===== config.mk =====
export PLATFORM = sky130hd
export DESIGN_NAME = omc_cell
export DESIGN_NICKNAME = d
export VERILOG_FILES = /design/src/rtl/ocell_pkg.sv /design/src/rtl/ocell_storage.sv /design/src/rtl/ocell_drive.sv /design/src/rtl/ocell_return.sv /design/src/rtl/omc_cell.sv
export SDC_FILE = /design/constraint.sdc
export NUM_CORES = 1
export LEC_CHECK = 0
export BUFFER_PORTS_ARGS = -buffer_cell sky130_fd_sc_hd__buf_2
export CORE_AREA = 2 2 39 41
export DETAILED_ROUTE_END_ITERATION = 6
export DIE_AREA = 0 0 41 43
export PLACE_DENSITY = 0.3
export SYNTH_ARGS = -nofsm -noshare
export SYNTH_HDL_FRONTEND = slang
export SYNTH_SLANG_ARGS = --single-unit

===== constraint.sdc =====
create_clock -name clk -period 1.1 [get_ports clk]
set_input_delay 0.055 -clock clk [delete_from_list [all_inputs] [get_ports clk]]
set_output_delay 0.055 -clock clk [all_outputs]
set_load 0.01 [all_outputs]

===== src/rtl/ocell_pkg.sv =====
package ocell_pkg;
  typedef enum logic {
    MODE_REG  = 1'b0,
    MODE_COMB = 1'b1
  } ocell_mode_e;

  typedef enum logic {
    POL_LOW  = 1'b0,
    POL_HIGH = 1'b1
  } ocell_pol_e;

  localparam logic POWERUP_STATE = 1'b0;
endpackage


===== src/rtl/ocell_storage.sv =====
module ocell_storage
  import ocell_pkg::*;
(
  input  logic clk,
  input  logic rst,
  input  logic d_in,
  input  logic set_sync,
  input  logic clr_async,
  output logic q
);
  // Clear acts without the clock and outranks set and data.
  always_ff @(posedge clk or posedge clr_async) begin
    if (clr_async)      q <= 1'b0;
    else if (rst)       q <= POWERUP_STATE;
    else if (set_sync)  q <= 1'b1;
    else                q <= d_in;
  end
endmodule


===== src/rtl/ocell_drive.sv =====
module ocell_drive
  import ocell_pkg::*;
(
  input  ocell_mode_e mode,
  input  ocell_pol_e  pol,
  input  logic        q,
  input  logic        sum_in,
  input  logic        enable,
  output logic        value,
  output logic        drive_en
);
  logic raw;

  always_comb begin
    raw      = (mode == MODE_REG) ? q : sum_in;
    value    = (pol == POL_HIGH) ? raw : ~raw;
    drive_en = enable;
  end
endmodule


===== src/rtl/ocell_return.sv =====
module ocell_return
  import ocell_pkg::*;
(
  input  ocell_mode_e mode,
  input  logic        q,
  input  logic        drive_en,
  input  logic        driven_value,
  input  logic        outside_value,
  output logic        fb_out
);
  logic pin_level;

  always_comb begin
    pin_level = drive_en ? driven_value : outside_value;
    fb_out    = (mode == MODE_REG) ? q : pin_level;
  end
endmodule


===== src/rtl/omc_cell.sv =====
module omc_cell
  import ocell_pkg::*;
(
  input  logic clk,
  input  logic rst,
  input  logic sum_term,
  input  logic oe_term,
  input  logic preset_term,
  input  logic clear_term,
  input  logic cfg_comb,
  input  logic cfg_pos,
  input  logic pin_in,
  output logic pin_out,
  output logic pin_oe,
  output logic fb
);
  ocell_mode_e mode;
  ocell_pol_e  pol;
  logic        q_state;

  always_comb begin
    mode = ocell_mode_e'(cfg_comb);
    pol  = ocell_pol_e'(cfg_pos);
  end

  ocell_storage u_storage (
    .clk       (clk),
    .rst       (rst),
    .d_in      (sum_term),
    .set_sync  (preset_term),
    .clr_async (clear_term),
    .q         (q_state)
  );

  ocell_drive u_drive (
    .mode     (mode),
    .pol      (pol),
    .q        (q_state),
    .sum_in   (sum_term),
    .enable   (oe_term),
    .value    (pin_out),
    .drive_en (pin_oe)
  );

  ocell_return u_return (
    .mode          (mode),
    .q             (q_state),
    .drive_en      (pin_oe),
    .driven_value  (pin_out),
    .outside_value (pin_in),
    .fb_out        (fb)
  );
endmodule


==> results.txt <==
----------------------------------------------------
[STA]
  Final Max Slew Viols ... 0
  Top achievable clock speed ... 1.16 GHz
  Final period utilization ... 0.783
  Finish-stage setup viols ... 0
  Minimum clock period after layout ... between 0.8 and 0.9 ns
  Final hold violation count ... 0
  Total negative slack ... 0 ns
  RSZ-0062 raised after global routing ... false
  Transition time at the pin with the least slew margin ... between 0.15 and 0.2 ns
  Relative max-transition margin ... 0.890

[Synth]
  Xor/xnor cell area share of the yosys netlist ... 0.182
  Main combinational cell family by area after synthesis ... simple AND/OR/NAND/NOR gates
  Top-area cell type share of the netlist area ... 0.260
  Number of distinct library cells after synthesis ... 10
  Cell count after synthesis ... 12
  Complex-gate fraction of the synthesized area ... 0.0779
  Top area cells in the synthesized netlist ... sky130_fd_sc_hd__dfrtp_1, sky130_fd_sc_hd__xor2_1, sky130_fd_sc_hd__mux2i_1
  Leading area contributor after synthesis ... sky130_fd_sc_hd__dfrtp_1
  Warnings from Yosys ... 0
  Adder and majority cell fraction of the synthesized area ... 0
  Basic-gate share of the synthesized area counting and, or, nand and nor cells ... 0.260
  Proportion of synthesized area in mux cells ... 0.104
  Cell Area, Synth ... around 96 um2
  Post-Syn Area per Cell ... 8.03 um2
  Synthesized net count ... 21
  Share of synthesized area occupied by flip-flops and latches ... 0.260
  Synthesis-stage register bit count ... 1

[Drt]
  Via density per instance ... 2.90
  Detailed router's first-iteration violation count ... 8
  Antenna violation net count after detailed routing ... 0
  Sum of routed wire length over all layers ... between 300 and 400 um
  Average wire per cell in the routed design ... a little over 8 um
  Detailed-route via count ... approximately 110
  Remaining DRCs ... 0
  Number of optimization iterations in the first detailed-route pass ... 3

[Global route]
  Global-route usage over all layers ... 0.0360
  Pin count of the biggest net entering global routing ... 5
  Number of global-route vias before repair ... roughly 100
  Wire length of the first global-routing pass ... about 460 um
  Fraction of met3 tracks used by global routing ... 0.0157
  Met2 usage ... 0.0313
  Number of antenna violations at the first check in global routing ... 0
  GR Overflow Total ... 0
  Global routing's busiest layer ... met1
  Grt met1 use ... 0.0732

[Die]
  Effective utilization at floorplan ... 0.0696
  Area of the die ... between 1500 and 2000 um2
  Horizontal die dimension ... 41 um
  Die height ... 43 um
  Placeable Area ... around 1400 um2
  Standard-cell row count ... 14
  Number of primary I/O pins ... 12

[Final layout]
  Cell area after layout ... roughly 170 um2
  Total of fill cells in the finished design ... about 160
  Flip-flop and latch area ... around 25 um2
  Flip-flop count of the largest register after layout ... 1
  Ratio of cells with drive above 1 in the final layout ... 0.478
  Registers with the highest flip-flop counts ... u_storage.q (1)
  Area occupied by multi-input gates ... 60.1 um2
  Number of nets in the finished design ... 34
  Total inserted antenna cells ... 0
  Final Util ... 0.126
  Synthesis-to-finish area growth ... 80.5%
  Register containing the most flip-flops in the final layout ... u_storage.q

[Hold path]
  Class of the tightest hold or removal check ... in2reg

[Critical path]
  Critical path arrival ... roughly 0.8 ns
  Crit end category ... primary output
  WP data required ... between 1 and 1.5 ns
  Delay of the slowest cell on the worst path ... ~0.35 ns
  Cell at the slowest stage of the critical path ... sky130_fd_sc_hd__dfrtp_1
  Type of the worst setup path ... reg2out
  CP cell instances ... mux2i_1, xor2_1, buf_2
  Crit start category ... flop
  Highest net fanout along the worst path ... 2

[Power]
  Total Power Consumption ... between 0.09 and 0.1 mW
  Power density over the cells ... roughly 560 nW/um2
  Worst vdd rail ir drop ... about 0.15 mV
  P_leak ... 0.0905 nW

[Place]
  Final Wtd Congestion ... about 0.65
  Input/output buffers ... 11
  Placed Instance Area ... between 150 and 200 um2

[Run]
  Maximum Capacitance Violations ... 0

[Clock tree]
  Clk slew on worst S/H paths ... 0 ns

[Run status]
  Status ... finished, final reports clean

----------------------------------------------------
-- report_power, final --
part	switching (mW)	internal (mW)	total, mW
Clock	0	0	0
Sequential	0.00112	0.0398	0.0409
Combinational	0.0271	0.0295	0.0566
-- routing by layer --
layer | part of all wire | vias to the layer above
met5 | 0 | -
met3 | 0.25 | 0
met2 | 0.20 | 12
met1 | 0.55 | 41
met4 | 0 | 0
li1 | - | 60
-- final timing paths --
check	endpoint	cells past startpoint	slack (ns)	startpoint
max	pin_out	3	0.24	u_storage.q$_DFF_PP0_
min	u_storage.q$_DFF_PP0_	2	0.21	rst
min in group asynchronous	u_storage.q$_DFF_PP0_	3	0.45	clear_term
max in group asynchronous	u_storage.q$_DFF_PP0_	3	0.55	clear_term
-- worst max-delay path: cells and delay by family, from the launching register on --
kind | cells | cell delay (ns)
multiplexers | 1 | 0.16
buffers and inverters | 1 | 0.15
XOR/XNOR | 1 | 0.15
flip-flops | 1 | 0.35
-- cell usage in the layout, fill, tap and decap left out --
master	instances
sky130_fd_sc_hd__nor2_1	2
sky130_fd_sc_hd__nand2_1	1
sky130_fd_sc_hd__mux2i_1	1
sky130_fd_sc_hd__inv_1	1
sky130_fd_sc_hd__dfrtp_1	1
sky130_fd_sc_hd__o211ai_1	1
sky130_fd_sc_hd__xor2_1	2
sky130_fd_sc_hd__nand3b_1	1
sky130_fd_sc_hd__nand2b_1	1
sky130_fd_sc_hd__dlygate4sd3_1	1
sky130_fd_sc_hd__buf_2	11
-- repair_timing --
item	4_1_cts	5_1_grt
gates resized for setup	0	0
hold buffers	1	0
setup buffers	0	0
hold endpoints to repair	1	0
-- metrics by stage --
step                instances  setup slack, ns  hold slack (ns)
floorplan                  12            0.302           -0.216
global placement           38            0.235           -0.104
detailed placement         38            0.231           -0.103
CTS                        39            0.231            0.213
global route               39            0.183            0.223
finish                     39            0.239            0.213
-- final cells by class --
| class | count | share of cell area |
|---|---|---|
| Timing Repair Buffer | 12 | 0.374 |
| Multi-Input combinational cell | 9 | 0.345 |
| Sequential cell | 1 | 0.144 |
| Tap cell | 16 | 0.115 |
| Inverter | 1 | 0.0216 |
-- cell families after synthesis --
family,Yosys count
simple gates,5
buf+inv,2
flops,1
compound gates,1
mux,1
xor+xnor,2
-- cells in the mapped netlist --
cell and count:
sky130_fd_sc_hd__nor2_1 2, sky130_fd_sc_hd__xor2_1 2, sky130_fd_sc_hd__buf_4 1, sky130_fd_sc_hd__dfrtp_1 1, sky130_fd_sc_hd__inv_1 1, sky130_fd_sc_hd__mux2i_1 1, sky130_fd_sc_hd__nand2_1 1, sky130_fd_sc_hd__nand2b_1 1
sky130_fd_sc_hd__nand3b_1 1, sky130_fd_sc_hd__o211ai_1 1
No activity file was read; power rests on OpenSTA's default activity.
